<file path="config.mk">
export PLATFORM = sky130hd
export DESIGN_NAME = mdio_mgmt_master
export DESIGN_NICKNAME = d
export VERILOG_FILES = /design/src/rtl/mdio_mgmt_pkg.sv /design/src/rtl/mdc_timer.sv /design/src/rtl/mdio_frame_engine.sv /design/src/rtl/mdio_csr.sv /design/src/rtl/mdio_mgmt_master.sv
export SDC_FILE = /design/constraint.sdc
export NUM_CORES = 1
export LEC_CHECK = 0
export ABC_CLOCK_PERIOD_IN_PS = 2400
export BUFFER_PORTS_ARGS = -buffer_cell sky130_fd_sc_hd__buf_2
export CORE_AREA = 2 2 116 130
export CTS_CLUSTER_SIZE = 28
export DETAILED_ROUTE_END_ITERATION = 10
export DIE_AREA = 0 0 118 132
export PLACE_DENSITY = 0.75
export SETUP_SLACK_MARGIN = 0.4
export SYNTH_ARGS = -nofsm -noshare
export SYNTH_HDL_FRONTEND = slang
export SYNTH_SLANG_ARGS = --single-unit
export TNS_END_PERCENT = 50
</file>
<file path="constraint.sdc">
create_clock -name clk -period 2.4 [get_ports clk]
set_input_delay 0.12 -clock clk [delete_from_list [all_inputs] [get_ports clk]]
set_output_delay 0.12 -clock clk [all_outputs]
set_load 0.01 [all_outputs]
</file>
<file path="src/rtl/mdio_mgmt_pkg.sv">
package mdio_mgmt_pkg;
  localparam int unsigned REG_W     = 32;
  localparam int unsigned OFS_W     = 8;
  localparam int unsigned FRAME_LEN = 64;
  localparam int unsigned IDX_W     = $clog2(FRAME_LEN);
  localparam int unsigned TA_IDX    = 46;
  localparam int unsigned DATA_IDX  = 48;

  localparam logic [OFS_W-1:0] OFS_MODE  = 8'h40;
  localparam logic [OFS_W-1:0] OFS_ADDR  = 8'h44;
  localparam logic [OFS_W-1:0] OFS_WDATA = 8'h48;
  localparam logic [OFS_W-1:0] OFS_RDATA = 8'h4C;
  localparam logic [OFS_W-1:0] OFS_CMD   = 8'h50;

  localparam int unsigned CMD_GO_BIT   = 8;
  localparam int unsigned CMD_BUSY_BIT = 16;

  // Clause 22 frame image, bit 63 goes out first.
  function automatic logic [FRAME_LEN-1:0] c22_frame(input logic is_wr,
                                                     input logic [4:0] phy,
                                                     input logic [4:0] ra,
                                                     input logic [15:0] wd);
    logic [1:0]  op;
    logic [1:0]  ta;
    logic [15:0] dat;
    op  = is_wr ? 2'b01 : 2'b10;
    ta  = is_wr ? 2'b10 : 2'b11;
    dat = is_wr ? wd : 16'hFFFF;
    return {32'hFFFF_FFFF, 2'b01, op, phy, ra, ta, dat};
  endfunction
endpackage

</file>
<file path="src/rtl/mdc_timer.sv">
module mdc_timer #(
  parameter int unsigned DIV = 4
) (
  input  logic clk,
  input  logic rst_n,
  input  logic run,
  output logic mdc,
  output logic rise_ev,
  output logic fall_ev
);
  localparam int unsigned HALF = DIV / 2;
  localparam int unsigned CW   = (DIV > 2) ? $clog2(DIV) : 1;

  logic [CW-1:0] cnt;

  assign rise_ev = run && (cnt == CW'(HALF - 1));
  assign fall_ev = run && (cnt == CW'(DIV - 1));

  always_ff @(posedge clk or negedge rst_n) begin
    if (!rst_n) begin
      cnt <= '0;
      mdc <= 1'b0;
    end else if (!run) begin
      cnt <= '0;
      mdc <= 1'b0;
    end else begin
      cnt <= fall_ev ? '0 : cnt + CW'(1);
      if (rise_ev) mdc <= 1'b1;
      if (fall_ev) mdc <= 1'b0;
    end
  end
endmodule

</file>
<file path="src/rtl/mdio_frame_engine.sv">
module mdio_frame_engine
  import mdio_mgmt_pkg::*;
(
  input  logic        clk,
  input  logic        rst_n,
  input  logic        start_i,
  input  logic        wr_i,
  input  logic [4:0]  phy_i,
  input  logic [4:0]  reg_i,
  input  logic [15:0] wdata_i,
  input  logic        rise_ev_i,
  input  logic        fall_ev_i,
  input  logic        mdio_i,
  output logic        busy_o,
  output logic        mdio_o,
  output logic        mdio_oe_o,
  output logic [15:0] rdata_o
);
  logic [FRAME_LEN-1:0] shreg;
  logic [IDX_W-1:0]     idx;
  logic                 wr_q;
  logic [15:0]          cap;

  assign mdio_o    = shreg[FRAME_LEN-1];
  assign mdio_oe_o = busy_o && (wr_q || (idx < IDX_W'(TA_IDX)));

  always_ff @(posedge clk or negedge rst_n) begin
    if (!rst_n) begin
      busy_o  <= 1'b0;
      shreg   <= '0;
      idx     <= '0;
      wr_q    <= 1'b0;
      cap     <= '0;
      rdata_o <= '0;
    end else if (!busy_o) begin
      if (start_i) begin
        busy_o <= 1'b1;
        shreg  <= c22_frame(wr_i, phy_i, reg_i, wdata_i);
        idx    <= '0;
        wr_q   <= wr_i;
      end
    end else begin
      if (rise_ev_i && !wr_q && (idx >= IDX_W'(DATA_IDX)))
        cap <= {cap[14:0], mdio_i};
      if (fall_ev_i) begin
        shreg <= {shreg[FRAME_LEN-2:0], 1'b1};
        idx   <= idx + IDX_W'(1);
        if (idx == IDX_W'(FRAME_LEN - 1)) begin
          busy_o <= 1'b0;
          if (!wr_q) rdata_o <= cap;
        end
      end
    end
  end
endmodule

</file>
<file path="src/rtl/mdio_csr.sv">
module mdio_csr
  import mdio_mgmt_pkg::*;
(
  input  logic             clk,
  input  logic             rst_n,
  input  logic             bus_sel,
  input  logic             bus_wr,
  input  logic [OFS_W-1:0] bus_addr,
  input  logic [REG_W-1:0] bus_wdata,
  output logic [REG_W-1:0] bus_rdata,
  input  logic             busy_i,
  input  logic [15:0]      rdata_i,
  output logic             start_o,
  output logic             wr_o,
  output logic [4:0]       phy_o,
  output logic [4:0]       reg_o,
  output logic [15:0]      wdata_o,
  output logic [REG_W-1:0] mode_o
);
  logic             code_q;
  logic             wr_hit;
  logic [REG_W-1:0] rd_mux;

  assign wr_hit  = bus_sel && bus_wr;
  assign start_o = wr_hit && (bus_addr == OFS_CMD) && bus_wdata[CMD_GO_BIT] && !busy_i;
  assign wr_o    = bus_wdata[0];

  always_ff @(posedge clk or negedge rst_n) begin
    if (!rst_n) begin
      mode_o  <= '0;
      phy_o   <= '0;
      reg_o   <= '0;
      wdata_o <= '0;
      code_q  <= 1'b0;
    end else if (wr_hit) begin
      case (bus_addr)
        OFS_MODE:  mode_o <= bus_wdata;
        OFS_ADDR: begin
          phy_o <= bus_wdata[12:8];
          reg_o <= bus_wdata[4:0];
        end
        OFS_WDATA: wdata_o <= bus_wdata[15:0];
        OFS_CMD:   if (!busy_i) code_q <= bus_wdata[0];
        default: ;
      endcase
    end
  end

  always_comb begin
    rd_mux = '0;
    case (bus_addr)
      OFS_MODE:  rd_mux = mode_o;
      OFS_ADDR:  rd_mux = {19'd0, phy_o, 3'd0, reg_o};
      OFS_WDATA: rd_mux = {16'd0, wdata_o};
      OFS_RDATA: rd_mux = {16'd0, rdata_i};
      OFS_CMD: begin
        rd_mux[CMD_BUSY_BIT] = busy_i;
        rd_mux[0]            = code_q;
      end
      default: rd_mux = '0;
    endcase
  end

  always_ff @(posedge clk or negedge rst_n) begin
    if (!rst_n)                  bus_rdata <= '0;
    else if (bus_sel && !bus_wr) bus_rdata <= rd_mux;
  end
endmodule

</file>
<file path="src/rtl/mdio_mgmt_master.sv">
module mdio_mgmt_master
  import mdio_mgmt_pkg::*;
#(
  parameter int unsigned DIV = 4
) (
  input  logic        clk,
  input  logic        rst_n,
  input  logic        bus_sel,
  input  logic        bus_wr,
  input  logic [7:0]  bus_addr,
  input  logic [31:0] bus_wdata,
  output logic [31:0] bus_rdata,
  output logic        mdc,
  output logic        mdio_o,
  output logic        mdio_oe,
  input  logic        mdio_i
);
  logic        eng_busy;
  logic [15:0] eng_rdata;
  logic        go;
  logic        go_wr;
  logic [4:0]  csr_phy;
  logic [4:0]  csr_reg;
  logic [15:0] csr_wdata;
  logic [31:0] csr_mode;
  logic        rise_ev;
  logic        fall_ev;

  mdio_csr u_csr (
    .clk(clk), .rst_n(rst_n),
    .bus_sel(bus_sel), .bus_wr(bus_wr), .bus_addr(bus_addr),
    .bus_wdata(bus_wdata), .bus_rdata(bus_rdata),
    .busy_i(eng_busy), .rdata_i(eng_rdata),
    .start_o(go), .wr_o(go_wr), .phy_o(csr_phy), .reg_o(csr_reg),
    .wdata_o(csr_wdata), .mode_o(csr_mode)
  );

  mdc_timer #(.DIV(DIV)) u_timer (
    .clk(clk), .rst_n(rst_n), .run(eng_busy),
    .mdc(mdc), .rise_ev(rise_ev), .fall_ev(fall_ev)
  );

  mdio_frame_engine u_eng (
    .clk(clk), .rst_n(rst_n),
    .start_i(go), .wr_i(go_wr), .phy_i(csr_phy), .reg_i(csr_reg),
    .wdata_i(csr_wdata), .rise_ev_i(rise_ev), .fall_ev_i(fall_ev),
    .mdio_i(mdio_i), .busy_o(eng_busy), .mdio_o(mdio_o),
    .mdio_oe_o(mdio_oe), .rdata_o(eng_rdata)
  );
endmodule

</file>
; Word-level counts from Yosys, hierarchy flattened
; Index checks and enable logic that the tools add are counted.
[word_totals]
in_bits = 45
register_bits = 198
[op_classes]
n_eq_ne = 10
n_bitwise = 2
n_mux = 22
addsub = 2
n_reduce_logical = 23
order_cmp = 2
[ops]
columns = operator, count
row1 = 64-bit two-way mux, 3
row2 = 15-bit one-hot mux with 4 select lines, 1
row3 = 8-bit by 7-bit == test with 1-bit output (second input constant), 5
row4 = 6-bit two-way mux, 3
row5 = 16-bit two-way mux, 1
row6 = 15-bit two-way mux, 1
row7 = 2-bit AND reduction, 6
row8 = 1-bit logical AND, 10
row9 = 1-bit two-way mux, 8
row10 = 6-bit by 1-bit adder with 6-bit output (second input constant), 1
row11 = 6-bit == test (second input constant), 1
row12 = 6-bit greater-or-equal comparator (second input constant), 1
row13 = 6-bit less-than comparator (second input constant), 1
row14 = 2-bit two-way mux, 3
row15 = 1-bit one-hot mux with 5 select lines, 1
row16 = 4-bit AND reduction, 1
row17 = 1-bit zero test, 3
row18 = 3-bit by 2-bit inequality test with 1-bit output (second input constant), 1
row19 = 3-bit AND reduction, 1
row20 = 2-bit by 1-bit adder with 2-bit output (second input constant), 1
row21 = 2-bit by 1-bit == test with 1-bit output (second input constant), 1
row22 = 2-bit == test (second input constant), 1
row23 = 2-bit inequality test (second input constant), 1
row24 = 1-bit NOT, 2
row25 = other kinds (3), 3

; Logic depth before layout (Yosys ltp)
; Gate-level depths: netlist (run 1).
[logic_depth]
depth_word = 6
mapped_depth = 7
depth_no_buf = 5

; By module
; From an unflattened synthesis (run 1), not the netlist that was laid out.
[unflattened]
hier_cells = 706
area_unflattened_um2 = 8366.8
[modules_own_cells]
columns = module, cells_per_inst, seq_area_each_um2, instances, area_per_inst_um2
row1 = mdio_frame_engine, 404, 2602.5, 1, 4290.4
row2 = mdio_csr, 289, 2277.2, 1, 3926.3
row3 = mdc_timer, 13, 75.1, 1, 150.1

; Least setup slack after synthesis (run 1)
; OpenSTA, ideal clock, no wires.
[synth_path]
path_type = register -> register
startpoint = register u_timer.cnt[0]
endpoint = register u_eng.rdata_o[10]
setup_slack_ns = 0.644
arrival_time_ns = 1.632
stages_incl_launch_ff = 8
t_required_ns = 2.275
path_buffers = 3
cell_sequence = dfrtp_1 ha_1 and2_1 buf_2 and3_1 buf_2 buf_4 mux2_2
[synth_between]
elab_chain_cells = 3
[synth_rtl]
columns = item, line
row1 = from (decl), mdc_timer.sv:14  ; logic [CW-1:0] cnt;
row2 = from (signal assigned), mdc_timer.sv:27  ; cnt <= fall_ev ? '0 : cnt + CW'(1);
row3 = 2-bit == test, mdc_timer.sv:17  ; assign fall_ev = run && (cnt == CW'(DIV - 1));
row4 = 1-bit logical AND, mdc_timer.sv:17
row5 = 4-bit AND reduction (no source line), n/a
row6 = to (signal assigned), mdio_frame_engine.sv:50  ; if (!wr_q) rdata_o <= cap;
row7 = to (decl), mdio_frame_engine.sv:17  ; output logic [15:0] rdata_o
; No other way between the ends.
; A chain may end at the register's enable or synchronous reset.

; Final worst setup path (run 1)
[layout_path]
startpoint = register u_timer.cnt[0]
endpoint = register u_eng.shreg[6]
[layout_between]
elab_chain_cells = 4
[layout_rtl]
columns = item, line
row1 = 2-bit == test, mdc_timer.sv:17
row2 = 1-bit logical AND, mdc_timer.sv:17
row3 = 2-bit inequality test (no source line), n/a
row4 = 2-bit AND reduction (no source line), n/a
row5 = to (signal assigned), mdio_frame_engine.sv:38  ; shreg <= c22_frame(wr_i, phy_i, reg_i, wdata_i);
row6 = to (signal assigned), mdio_frame_engine.sv:46  ; shreg <= {shreg[FRAME_LEN-2:0], 1'b1};
row7 = to (decl), mdio_frame_engine.sv:19  ; logic [FRAME_LEN-1:0] shreg;
; No other way between the ends.

==> flow_results.xml, run 1 <==
<?xml version="1.0" encoding="UTF-8"?>
<metrics>
  <group name="logic_synthesis">
    <metric name="synth_edf_count" unit="">0</metric>
    <metric name="netlist_instances" unit="">695</metric>
    <metric name="ys_seq_area_share" unit="%">59.9</metric>
    <metric name="synth.lib_cells_used.distinct" unit="">44</metric>
    <metric name="syn_nets" unit="">743</metric>
    <metric name="ys_seq_elements" unit="">198</metric>
    <metric name="synth_ff_type" unit="">dfrtp_1</metric>
    <metric name="asyncSetResetFlopFracSynth" unit="%">100</metric>
    <metric name="netlist_area" unit="um2">8280</metric>
    <metric name="synth_area_per_cell" unit="um2">11.9</metric>
    <metric name="synthesis.yosys.warnings" unit="">0</metric>
  </group>
  <group name="critical_path">
    <metric name="cp.required" unit="ns">2.74</metric>
    <metric name="cp-start-kind" unit="">flip-flop</metric>
    <metric name="timing.reg2reg.worst_path_depth" unit="">6</metric>
    <metric name="cp_num_buf_inv" unit="">1</metric>
    <metric name="critPathTopFamily" unit="">compound AO/OA/AOI/OAI gates</metric>
    <metric name="largest_stage_delay_worst_path" unit="ns">0.48</metric>
    <metric name="r2r-end" unit="">u_eng.shreg[6]</metric>
    <metric name="critPathKind" unit="">flip-flop to flip-flop</metric>
    <metric name="timing.critical_path.fanout_max" unit="">22</metric>
    <metric name="critical_path.endpoint_type" unit="">flip-flop</metric>
    <metric name="arrival_time_of_the_worst_setup_path" unit="ns">2.20</metric>
    <metric name="timing.critical_path.slowest_stage_cell" unit="">a31oi_4</metric>
    <metric name="reg2reg_from" unit="">u_timer.cnt[0]</metric>
    <metric name="crit_path_cell_trace" unit="">ha_1, and2_1, a31oi_4, buf_12, nand2_1, o21ai_0</metric>
    <metric name="worstSetupStartpoint" unit="">u_timer.cnt[0]</metric>
    <metric name="ff2ff_setup_slack" unit="ns">0.55</metric>
  </group>
  <group name="clock_network">
    <metric name="cts_tree" unit="">done</metric>
    <metric name="numCtsBuffers" unit="">17</metric>
    <metric name="cts.sinks" unit="">198</metric>
    <metric name="clk_pin_slew_worst_paths" unit="ns">0.07</metric>
    <metric name="clock_network_latency_to_the_later_pin_of_the_worst_skew_pair" unit="ns">0.44</metric>
    <metric name="clock_tree.htree_level_count" unit="">4</metric>
    <metric name="clockBufferDepth" unit="">2</metric>
    <metric name="clock_tree.root_cell" unit="">clkbuf_16</metric>
  </group>
  <group name="cells_and_area">
    <metric name="n_antenna_cell" unit="">0</metric>
    <metric name="final_cells" unit="">1008</metric>
    <metric name="most-common-layout-cells" unit="">198 x dfrtp_1, 130 x nand2_1, 98 x mux2_2</metric>
    <metric name="share_of_cells_above_drive_strength_1" unit="%">29.7</metric>
    <metric name="fin_nets" unit="">851</metric>
    <metric name="layout_commonest_cell" unit="">dfrtp_1</metric>
    <metric name="area_delta_synth_final" unit="%">19.2</metric>
    <metric name="final_util" unit="%">69.4</metric>
  </group>
  <group name="timing">
    <metric name="final.period_utilization" unit="%">77.2</metric>
    <metric name="clock.fmax" unit="GHz">0.539</metric>
    <metric name="final.min_clock_period" unit="ns">1.85</metric>
    <metric name="hold-worst-slack" unit="ns">0.0409</metric>
    <metric name="setup_violations" unit="">0</metric>
    <metric name="worst-slew-pin-transition" unit="ns">0.685</metric>
    <metric name="finalHoldViolations" unit="">0</metric>
    <metric name="timing_max_transition_violations_final" unit="">0</metric>
    <metric name="rsz0062_at_grt" unit="">false</metric>
    <metric name="final_worst_path_setup_slack" unit="ns">0.546</metric>
    <metric name="fin_skew" unit="ns">0.0110</metric>
    <metric name="setup_tns" unit="ns">0</metric>
    <metric name="worst_slew_slack_as_a_fraction_of_its_limit" unit="%">54.2</metric>
  </group>
  <group name="drt">
    <metric name="drcViolationCount" unit="">0</metric>
    <metric name="route.antenna.remaining_nets" unit="">0</metric>
    <metric name="route.vias.total" unit="">5920</metric>
    <metric name="detailedRoute.firstPassIterationCount" unit="">6</metric>
    <metric name="routed_wl" unit="mm">18.6</metric>
    <metric name="post_drt_wl_per_cell" unit="um">18.4</metric>
    <metric name="avgViaCountPerCell" unit="">5.87</metric>
    <metric name="drt_first_iter_violations" unit="">335</metric>
  </group>
  <group name="floorplan">
    <metric name="core" unit="um2">14200</metric>
    <metric name="placementRows" unit="">46</metric>
    <metric name="starting_utilization_of_the_core_area" unit="%">58.2</metric>
    <metric name="die_x" unit="um">118</metric>
    <metric name="fp.dieH" unit="um">132</metric>
    <metric name="top_level_ports" unit="">80</metric>
    <metric name="die_area" unit="um2">15600</metric>
  </group>
  <group name="power_and_ir_drop">
    <metric name="combinational_group_share_of_total_power" unit="%">5.0</metric>
    <metric name="p_switching" unit="mW">1.48</metric>
    <metric name="power.share.sequential" unit="%">51.8</metric>
    <metric name="pwr-share-clk" unit="%">43.2</metric>
    <metric name="p_sw_share" unit="%">22.5</metric>
    <metric name="power-per-cell-area" unit="nW/um2">666</metric>
    <metric name="peakVddDrop" unit="mV">0.455</metric>
    <metric name="total_leakage_power" unit="nW">4.68</metric>
    <metric name="internal-power" unit="mW">5.09</metric>
  </group>
  <group name="worst_hold_path">
    <metric name="min_path_type" unit="">input pin to flip-flop</metric>
    <metric name="hold_depth" unit="">2</metric>
    <metric name="min_delay_worst_endpoint" unit="">u_csr.mode_o[8]</metric>
    <metric name="hp-start" unit="">bus_wdata[8]</metric>
  </group>
  <group name="run_status">
    <metric name="outcome" unit="">finished clean</metric>
  </group>
  <group name="global_route">
    <metric name="grt_use_total" unit="%">25.2</metric>
    <metric name="grt_remaining_overflow" unit="">0</metric>
    <metric name="initial_antenna_violation_count" unit="">0</metric>
    <metric name="grt_pass1_vias" unit="">6147</metric>
    <metric name="grt_start_max_net_pins" unit="">68</metric>
    <metric name="first_pass_grt_wire_length" unit="mm">31.2</metric>
  </group>
  <group name="run">
    <metric name="max_cap_viol_count" unit="">0</metric>
  </group>
  <group name="placement">
    <metric name="dp_worst_setup_slack" unit="ns">0.546</metric>
    <metric name="gp_congestion" unit="">0.807</metric>
    <metric name="port_buffers" unit="">79</metric>
    <metric name="placed_cell_count" unit="">944</metric>
    <metric name="hpwlAfterDp" unit="mm">12.2</metric>
  </group>
</metrics>
[worst max path at each step]
stage	endpoint	cells after the start
6_report	u_eng.shreg[6]	6
5_1_grt	u_eng.shreg[6]	6
4_1_cts	u_eng.shreg[6]	6
3_5_place_dp	u_csr.mode_o[2]	5
3_3_place_gp	u_eng.shreg[2]	5
2_1_floorplan	u_eng.rdata_o[10]	7
[cells in the mapped netlist, types with 2 or more instances]
cell	number	area share (%)
a211oi_1	9	0.82
a21o_1	2	0.18
a21oi_1	8	0.48
a22o_1	15	1.6
a22oi_1	15	1.4
a31oi_1	3	0.23
and3_1	5	0.38
and4_1	2	0.21
buf_2	20	1.2
buf_4	4	0.36
clkbuf_1	20	0.91
dfrtp_1	198	60
ha_1	3	0.45
inv_1	2	0.091
mux2_2	98	13
mux2i_1	19	2.3
nand2_1	131	5.9
nand2b_1	2	0.15
nand3_1	3	0.18
nand4_4	2	0.51
nor2_1	22	1.0
nor2b_1	2	0.15
nor3b_1	2	0.18
o21ai_0	74	4.5
o22ai_1	15	1.1
[what timing repair did]
| action | 4_1_cts | 5_1_grt |
|---|---|---|
| hold buffers | 32 | 0 |
| setup buffers | 0 | 0 |
| hold endpoints to repair | 116 | 0 |
| gates resized for setup | 0 | 1 |
| setup endpoints to repair | 0 | 2 |
[power groups by stage]
stage          clock, mW  sequential (mW)  combinational, mW
2_1_floorplan          0             3.46              0.116
3_3_place_gp           0             3.46              0.274
3_5_place_dp           0             3.47              0.286
4_1_cts             2.86             3.40              0.330
5_1_grt             3.03             3.41              0.361
6_report            2.84             3.40              0.330
[worst reg2reg max path: cells and delay by family, from the launching register on]
kind	cells	cell delay, ns
adders and majority gates	1	0.26
and+or+nand+nor	2	0.32
DFF	1	0.40
buffers and inverters	1	0.23
AOI/OAI and AO/OA	2	0.56
[flip-flops by register name (all words and copies together), names as in the netlist, 2 cells and up]
name             cells
u_eng.rdata_o       16
u_csr.bus_rdata     32
u_eng.cap           16
u_timer.cnt          2
u_csr.reg_o          5
u_csr.phy_o          5
u_eng.idx            6
u_csr.wdata_o       16
u_csr.mode_o        32
u_eng.shreg         64
[metal layers]
layer / track usage [%] / vias to the layer above / part of all wire (%)
li1: - / 2668 / -
met1: 32.2 / 3035 / 41
met2: 42.9 / 185 / 53
met3: 5.71 / 32 / 4.6
met4: 7.90 / 0 / 1.8
met5: 0 / - / 0
[metrics by stage]
stage | total power, mW | instance area, um2
after floorplan | 3.57 | 8280
after global placement | 3.74 | 8950
after detailed placement | 3.75 | 8950
after CTS | 6.59 | 9860
after global routing | 6.80 | 9860
final | 6.57 | 9860
[area by class of cell]
type,count,area (um2)
fill,1034,4350
timing repair buffer,134,960
inverter,3,11.3
sequential,198,4950
clock buffer,19,443
tap,192,240
clock inverter,13,148
multi-input combinational,449,3110
[kinds of logic after synthesis]
kind of cell,count (synthesis),synth area share [%]
buf+inv,48,2.75
fa+ha+maj,3,0.454
compound gates,144,10.6
flops,198,59.9
simple gates,183,10.2
mux,119,16.0
No activity file was read; power rests on OpenSTA's default activity.
==> run 2, diff against run 1 <==
--- a/config.mk
+++ b/config.mk
@@ -5,7 +5,7 @@
 export SDC_FILE = /design/constraint.sdc
 export NUM_CORES = 1
 export LEC_CHECK = 0
-export ABC_CLOCK_PERIOD_IN_PS = 2400
+export ABC_CLOCK_PERIOD_IN_PS = 1850
 export BUFFER_PORTS_ARGS = -buffer_cell sky130_fd_sc_hd__buf_2
 export CORE_AREA = 2 2 116 130
 export CTS_CLUSTER_SIZE = 28
==> constraint.sdc (replaced) <==
create_clock -name clk -period 1.85 [get_ports clk]
set_input_delay 0.0925 -clock clk [delete_from_list [all_inputs] [get_ports clk]]
set_output_delay 0.0925 -clock clk [all_outputs]
set_load 0.01 [all_outputs]
==> run 2 against run 1 <==
Combinational power rose by 43%. Via count rose by 5.3%. Critical endpoint is now u_eng.rdata_o[5]. Clock power rose by 25%. Critical path depth fell by 1. Critical path type unchanged. Sequential share of layout area fell by 3.9 points. Routed wire length rose by 17%. Clock skew barely moved. Largest cell class unchanged.
==> flow_results.xml, run 2 (synthesis results as in run 1) <==
<?xml version="1.0" encoding="UTF-8"?>
<metrics>
  <group name="run_status">
    <metric name="outcome" unit="">finished clean</metric>
  </group>
  <group name="floorplan">
    <metric name="core" unit="um2">14200</metric>
    <metric name="fp.dieH" unit="um">132</metric>
    <metric name="top_level_ports" unit="">80</metric>
    <metric name="starting_utilization_of_the_core_area" unit="%">58.2</metric>
    <metric name="placementRows" unit="">46</metric>
    <metric name="die_area" unit="um2">15600</metric>
    <metric name="die_x" unit="um">118</metric>
  </group>
  <group name="power_and_ir_drop">
    <metric name="p_switching" unit="mW">1.99</metric>
    <metric name="internal-power" unit="mW">6.45</metric>
    <metric name="p_sw_share" unit="%">23.6</metric>
    <metric name="pwr-share-clk" unit="%">42.1</metric>
    <metric name="power.share.sequential" unit="%">52.3</metric>
    <metric name="peakVddDrop" unit="mV">0.673</metric>
    <metric name="combinational_group_share_of_total_power" unit="%">5.6</metric>
    <metric name="power-per-cell-area" unit="nW/um2">789</metric>
    <metric name="total_leakage_power" unit="nW">5.03</metric>
  </group>
  <group name="cells_and_area">
    <metric name="fin_nets" unit="">887</metric>
    <metric name="largest_register_ff_count" unit="">64</metric>
    <metric name="layout_commonest_cell" unit="">dfrtp_1</metric>
    <metric name="registers_with_the_highest_flip_flop_counts" unit="">u_eng.shreg x64, u_csr.bus_rdata x32, u_csr.mode_o x32</metric>
    <metric name="final_cell_area" unit="um2">10700</metric>
    <metric name="top_register" unit="">u_eng.shreg</metric>
    <metric name="share_of_cells_above_drive_strength_1" unit="%">38.4</metric>
    <metric name="most-common-layout-cells" unit="">195 x dfrtp_1, 119 x nand2_1, 78 x buf_2</metric>
    <metric name="n_antenna_cell" unit="">0</metric>
    <metric name="area_delta_synth_final" unit="%">29.4</metric>
    <metric name="filler_cells" unit="">887</metric>
  </group>
  <group name="placement">
    <metric name="hpwlAfterDp" unit="mm">11.9</metric>
    <metric name="detailed_place.area" unit="um2">8970</metric>
    <metric name="port_buffers" unit="">79</metric>
    <metric name="dp_worst_setup_slack" unit="ns">0.141</metric>
    <metric name="gp_congestion" unit="">0.766</metric>
  </group>
  <group name="drt">
    <metric name="drt_first_iter_violations" unit="">550</metric>
    <metric name="post_drt_wl_per_cell" unit="um">20.8</metric>
    <metric name="route.antenna.remaining_nets" unit="">0</metric>
    <metric name="avgViaCountPerCell" unit="">5.97</metric>
    <metric name="drcViolationCount" unit="">0</metric>
    <metric name="routed_wl" unit="mm">21.7</metric>
    <metric name="route.vias.total" unit="">6235</metric>
    <metric name="detailedRoute.firstPassIterationCount" unit="">5</metric>
  </group>
  <group name="critical_path">
    <metric name="cp-start-kind" unit="">flip-flop</metric>
    <metric name="timing.critical_path.fanout_max" unit="">8</metric>
    <metric name="cp.required" unit="ns">2.17</metric>
    <metric name="critPathKind" unit="">flip-flop to flip-flop</metric>
    <metric name="critical_path.endpoint_type" unit="">flip-flop</metric>
    <metric name="arrival_time_of_the_worst_setup_path" unit="ns">1.96</metric>
  </group>
  <group name="global_route">
    <metric name="grt_use_total" unit="%">26.8</metric>
    <metric name="grt_pass1_vias" unit="">6431</metric>
    <metric name="grtUsageMet2" unit="%">46.7</metric>
    <metric name="busiest_layer" unit="">met2</metric>
    <metric name="global_route_met1_usage" unit="%">33.7</metric>
    <metric name="grtUsageMet3" unit="%">4.63</metric>
    <metric name="initial_antenna_violation_count" unit="">0</metric>
    <metric name="grt_start_max_net_pins" unit="">57</metric>
    <metric name="first_pass_grt_wire_length" unit="mm">33.0</metric>
    <metric name="grt_remaining_overflow" unit="">0</metric>
  </group>
  <group name="timing">
    <metric name="final.min_clock_period" unit="ns">1.64</metric>
    <metric name="worst-slew-pin-transition" unit="ns">0.604</metric>
    <metric name="setup_tns" unit="ns">0</metric>
    <metric name="rsz0062_at_grt" unit="">true</metric>
    <metric name="fin_skew" unit="ns">0.0114</metric>
    <metric name="final_worst_path_setup_slack" unit="ns">0.206</metric>
    <metric name="timing_max_transition_violations_final" unit="">0</metric>
    <metric name="worst_slew_slack_as_a_fraction_of_its_limit" unit="%">59.7</metric>
    <metric name="final.period_utilization" unit="%">88.9</metric>
    <metric name="finalHoldViolations" unit="">0</metric>
    <metric name="clock.fmax" unit="GHz">0.608</metric>
    <metric name="setup_violations" unit="">0</metric>
  </group>
  <group name="clock_network">
    <metric name="cts.sinks" unit="">198</metric>
    <metric name="clock_network_latency_to_the_later_pin_of_the_worst_skew_pair" unit="ns">0.44</metric>
    <metric name="clockBufferDepth" unit="">2</metric>
    <metric name="clk_pin_slew_worst_paths" unit="ns">0.07</metric>
    <metric name="cts_tree" unit="">done</metric>
    <metric name="numCtsBuffers" unit="">17</metric>
    <metric name="clock_tree.root_cell" unit="">clkbuf_16</metric>
    <metric name="clock_tree.htree_level_count" unit="">4</metric>
  </group>
  <group name="worst_hold_path">
    <metric name="min_path_type" unit="">input pin to flip-flop</metric>
  </group>
  <group name="run">
    <metric name="max_cap_viol_count" unit="">0</metric>
  </group>
</metrics>
## run 2: changes by cell type in the layout (fill, tap and decap cells not counted), moves of 5 or more
cell,change
nand2_2,+5
clkbuf_16,+8
nand2_4,+6
mux2_2,-23
nand2_1,-11
buf_6,+5
buf_4,+11
and3_4,+5
mux2_4,+23
o21ai_0,-37
o21ai_2,+24
o21ai_1,+12
## run 2: final cells by class
type	count	area, um2	share of cell area (%)
Multi-Input combinational cell	450	3430	32.0
Tap cell	192	240	2.24
Sequential cell	198	4960	46.3
Clock buffer	19	433	4.04
Inverter	3	11.3	0.105
Clock inverter	13	126	1.18
Timing Repair Buffer	169	1510	14.1
## run 2: metrics by stage
stage / instances / hold WS [ns] / total power [mW] / utilization [%]
final: 1044 / 0.0336 / 8.45 / 75.3
after global routing: 1044 / 0.0413 / 8.71 / 75.3
after CTS: 1027 / 0.0137 / 8.42 / 71.7
after detailed placement: 944 / 0.0940 / 4.88 / 63.1
after global placement: 944 / 0.0924 / 4.86 / 63.1
after floorplan: 695 / -0.203 / 4.64 / -
## run 2: path summary, 6_finish.rpt
path / from / to / slack (ns) / depth (start not counted)
min in group asynchronous: rst_n / u_eng.shreg[51] / 0.20 / 2
worst min-delay path: bus_addr[1] / u_csr.bus_rdata[16] / 0.03 / 4
worst max register to register: u_eng.idx[5] / u_eng.rdata_o[5] / 0.21 / 5
max in group asynchronous: rst_n / u_eng.rdata_o[5] / 0.91 / 3
worst min register to register: u_eng.shreg[34] / u_eng.shreg[35] / 0.48 / 2
worst max-delay path: u_eng.idx[5] / u_eng.rdata_o[5] / 0.21 / 5
## run 2: timing repair
item / CTS / global route
hold endpoints to repair: 107 / 0
setup buffers: 13 / 6
hold buffers: 34 / 0
resized for setup: 37 / 97
gates cloned: 4 / 11
endpoints found under the setup margin: 105 / 104
pin swaps: 3 / 39
## run 2: per-layer routing
metal	wire [um]	up-vias
met5	0	-
met2	11600	201
met1	8490	3228
met4	652	0
li1	-	2744
met3	932	62
## run 2: power groups by stage
stage               sequential, mW  clock, mW  combinational [mW]
floorplan                     4.49          0               0.152
global placement              4.49          0               0.366
detailed placement            4.50          0               0.381
CTS                           4.41       3.55               0.456
global route                  4.42       3.78               0.516
finish                        4.42       3.56               0.473
## run 2: critical path: stages, from the launching register on
cell and delay, ns:
dfrtp_1 0.42, inv_2 0.08, nor3b_4 0.24, buf_6 0.15, and3_4 0.32, mux2_4 0.32
==> run 3, diff against run 2 <==
--- a/config.mk
+++ b/config.mk
@@ -5,14 +5,13 @@
 export SDC_FILE = /design/constraint.sdc
 export NUM_CORES = 1
 export LEC_CHECK = 0
-export ABC_CLOCK_PERIOD_IN_PS = 1850
 export BUFFER_PORTS_ARGS = -buffer_cell sky130_fd_sc_hd__buf_2
 export CORE_AREA = 2 2 116 130
 export CTS_CLUSTER_SIZE = 28
 export DETAILED_ROUTE_END_ITERATION = 10
 export DIE_AREA = 0 0 118 132
 export PLACE_DENSITY = 0.75
-export SETUP_SLACK_MARGIN = 0.4
+export SETUP_SLACK_MARGIN = 0.5
 export SYNTH_ARGS = -nofsm -noshare
 export SYNTH_HDL_FRONTEND = slang
 export SYNTH_SLANG_ARGS = --single-unit
==> run 3 against run 2 <==
Register-to-register slack is essentially flat. Sequential cell count stayed put. Highest routed layer unchanged. Clock skew rose by 0.0032 ns. Critical endpoint is now u_eng.shreg[0]. Maximum frequency down 0.88%. Final area increased by 1.9%. Final cell count rose by 1.1%. Die area unchanged. Largest power group unchanged. Critical path depth up 1. Power decreased by 0.20%.
==> flow_results.xml, run 3 (synthesis results as in run 1) <==
<?xml version="1.0" encoding="UTF-8"?>
<metrics>
  <group name="critical_path">
    <metric name="cp_num_buf_inv" unit="">2</metric>
    <metric name="largest_stage_delay_worst_path" unit="ns">0.41</metric>
    <metric name="cp-start-kind" unit="">flip-flop</metric>
    <metric name="cp.required" unit="ns">2.16</metric>
    <metric name="critical_path.endpoint_type" unit="">flip-flop</metric>
    <metric name="critPathTopFamily" unit="">simple AND/OR/NAND/NOR gates</metric>
    <metric name="crit_path_cell_trace" unit="">and4b_2, and3_4, buf_6, buf_12, nor3_1, a21oi_1</metric>
    <metric name="arrival_time_of_the_worst_setup_path" unit="ns">1.96</metric>
    <metric name="timing.critical_path.slowest_stage_cell" unit="">dfrtp_2</metric>
    <metric name="timing.critical_path.fanout_max" unit="">5</metric>
    <metric name="critPathKind" unit="">flip-flop to flip-flop</metric>
  </group>
  <group name="drt">
    <metric name="route.vias.total" unit="">6445</metric>
    <metric name="routed_wl" unit="mm">23.4</metric>
    <metric name="drt_first_iter_violations" unit="">555</metric>
    <metric name="drcViolationCount" unit="">0</metric>
    <metric name="avgViaCountPerCell" unit="">6.11</metric>
    <metric name="post_drt_wl_per_cell" unit="um">22.2</metric>
    <metric name="detailedRoute.firstPassIterationCount" unit="">5</metric>
    <metric name="route.antenna.remaining_nets" unit="">0</metric>
  </group>
  <group name="clock_network">
    <metric name="cts.sinks" unit="">198</metric>
    <metric name="cts_tree" unit="">done</metric>
    <metric name="clock_tree.root_cell" unit="">clkbuf_16</metric>
    <metric name="numCtsBuffers" unit="">17</metric>
    <metric name="clock_tree.htree_level_count" unit="">4</metric>
    <metric name="clockBufferDepth" unit="">2</metric>
    <metric name="clk_pin_slew_worst_paths" unit="ns">0.07</metric>
    <metric name="clock_network_latency_to_the_later_pin_of_the_worst_skew_pair" unit="ns">0.44</metric>
  </group>
  <group name="power_and_ir_drop">
    <metric name="p_switching" unit="mW">2.07</metric>
    <metric name="power-per-cell-area" unit="nW/um2">773</metric>
    <metric name="power.share.sequential" unit="%">52.4</metric>
    <metric name="peakVddDrop" unit="mV">0.658</metric>
    <metric name="total_leakage_power" unit="nW">5.13</metric>
    <metric name="p_sw_share" unit="%">24.6</metric>
    <metric name="combinational_group_share_of_total_power" unit="%">5.8</metric>
    <metric name="pwr-share-clk" unit="%">41.8</metric>
    <metric name="internal-power" unit="mW">6.36</metric>
  </group>
  <group name="cells_and_area">
    <metric name="n_antenna_cell" unit="">0</metric>
    <metric name="registers_with_the_highest_flip_flop_counts" unit="">u_eng.shreg x64, u_csr.bus_rdata x32, u_csr.mode_o x32</metric>
    <metric name="largest_register_ff_count" unit="">64</metric>
    <metric name="share_of_cells_above_drive_strength_1" unit="%">40.2</metric>
    <metric name="filler_cells" unit="">857</metric>
    <metric name="layout_commonest_cell" unit="">dfrtp_1</metric>
    <metric name="area_delta_synth_final" unit="%">31.8</metric>
    <metric name="most-common-layout-cells" unit="">194 x dfrtp_1, 114 x nand2_1, 78 x buf_2</metric>
    <metric name="fin_nets" unit="">898</metric>
    <metric name="top_register" unit="">u_eng.shreg</metric>
  </group>
  <group name="floorplan">
    <metric name="core" unit="um2">14200</metric>
    <metric name="starting_utilization_of_the_core_area" unit="%">58.2</metric>
    <metric name="die_area" unit="um2">15600</metric>
    <metric name="placementRows" unit="">46</metric>
    <metric name="top_level_ports" unit="">80</metric>
    <metric name="die_x" unit="um">118</metric>
    <metric name="fp.dieH" unit="um">132</metric>
  </group>
  <group name="global_route">
    <metric name="global_route_met1_usage" unit="%">36.9</metric>
    <metric name="grt_remaining_overflow" unit="">0</metric>
    <metric name="busiest_layer" unit="">met2</metric>
    <metric name="initial_antenna_violation_count" unit="">0</metric>
    <metric name="first_pass_grt_wire_length" unit="mm">35.6</metric>
    <metric name="grt_use_total" unit="%">29.5</metric>
    <metric name="grtUsageMet2" unit="%">50.5</metric>
    <metric name="grt_start_max_net_pins" unit="">65</metric>
    <metric name="grtUsageMet3" unit="%">5.15</metric>
    <metric name="grt_pass1_vias" unit="">6549</metric>
  </group>
  <group name="timing">
    <metric name="final.period_utilization" unit="%">89.7</metric>
    <metric name="timing_max_transition_violations_final" unit="">0</metric>
    <metric name="worst_slew_slack_as_a_fraction_of_its_limit" unit="%">57.9</metric>
    <metric name="clock.fmax" unit="GHz">0.603</metric>
    <metric name="setup_violations" unit="">0</metric>
    <metric name="finalHoldViolations" unit="">0</metric>
    <metric name="final.min_clock_period" unit="ns">1.66</metric>
    <metric name="hold-worst-slack" unit="ns">0.0448</metric>
    <metric name="fin_skew" unit="ns">0.0146</metric>
    <metric name="setup_tns" unit="ns">0</metric>
    <metric name="rsz0062_at_grt" unit="">true</metric>
    <metric name="worst-slew-pin-transition" unit="ns">0.632</metric>
  </group>
  <group name="run">
    <metric name="max_cap_viol_count" unit="">0</metric>
  </group>
  <group name="placement">
    <metric name="hpwlAfterDp" unit="mm">12.5</metric>
    <metric name="port_buffers" unit="">79</metric>
    <metric name="gp_congestion" unit="">0.807</metric>
  </group>
  <group name="worst_hold_path">
    <metric name="min_path_type" unit="">input pin to flip-flop</metric>
  </group>
  <group name="run_status">
    <metric name="outcome" unit="">finished clean</metric>
  </group>
</metrics>
==> run 3: changes by cell type in the layout (fill, tap and decap cells not counted), sizes merged <==
| cell | change |
|---|---|
| buf | +14 |
| bufinv | -1 |
| clkbuf | -5 |
| clkinvlp | -2 |
| dlygate4sd3 | +1 |
| inv | +4 |
==> run 3: final cells by class <==
class | count | area [um2] | share of cell area, %
Sequential cell | 198 | 4960 | 45.5
Multi-Input combinational cell | 450 | 3490 | 32.0
Clock buffer | 18 | 429 | 3.93
Inverter | 3 | 15.0 | 0.138
Clock inverter | 14 | 121 | 1.11
Tap cell | 192 | 240 | 2.20
Timing Repair Buffer | 180 | 1650 | 15.2
==> run 3: final timing paths <==
| path | startpoint | endpoint | slack, ns | cells past startpoint |
|---|---|---|---|---|
| min reg2reg | u_eng.shreg[51] | u_eng.shreg[52] | 0.47 | 2 |
| min in group asynchronous | rst_n | u_timer.mdc | 0.21 | 2 |
| max | u_eng.busy_o | u_eng.shreg[0] | 0.19 | 6 |
| max in group asynchronous | rst_n | u_eng.shreg[59] | 0.96 | 3 |
| max reg2reg | u_eng.busy_o | u_eng.shreg[0] | 0.19 | 6 |
| min | bus_addr[1] | u_csr.bus_rdata[16] | 0.04 | 4 |
==> run 3: repair_timing <==
| action | in CTS | in global routing |
|---|---|---|
| hold buffers | 35 | 0 |
| endpoints found under the setup margin | 103 | 105 |
| pin swaps | 23 | 18 |
| buffers inserted | 19 | 4 |
| cloned | 10 | 4 |
| resized for setup | 72 | 73 |
| hold endpoints to repair | 118 | 0 |
==> run 3: through the flow <==
step	cell area [um2]	total power, mW	std cells	utilization (%)	setup WS [ns]
final	10900	8.43	1055	76.7	0.191
after CTS	10500	8.41	1047	74.0	0.291
after global routing	10900	8.70	1055	76.7	0.175
after global placement	9010	4.87	951	63.4	0.249
after detailed placement	9010	4.88	951	63.4	0.206
after floorplan	8350	4.64	695	-	0.201
==> run 3: power groups by stage <==
stage                     clock network, mW  logic [mW]  registers [mW]
after floorplan                           0       0.155            4.49
after global placement                    0       0.374            4.49
after detailed placement                  0       0.385            4.50
after CTS                              3.54       0.460            4.41
after global routing                   3.74       0.535            4.42
final                                  3.52       0.492            4.42
==> run 3: worst reg2reg max path, cell delays in order, from the launching register on <==
cell and delay, ns:
dfrtp_2 0.41, and4b_2 0.27, and3_4 0.23, buf_6 0.15, buf_12 0.13, nor3_1 0.25, a21oi_1 0.09
==> run 3: layer usage <==
layer | share of wire, % | vias to the layer above
li1 | - | 2770
met1 | 38 | 3321
met2 | 52 | 276
met3 | 5.6 | 78
met4 | 4.0 | 0
met5 | 0 | -
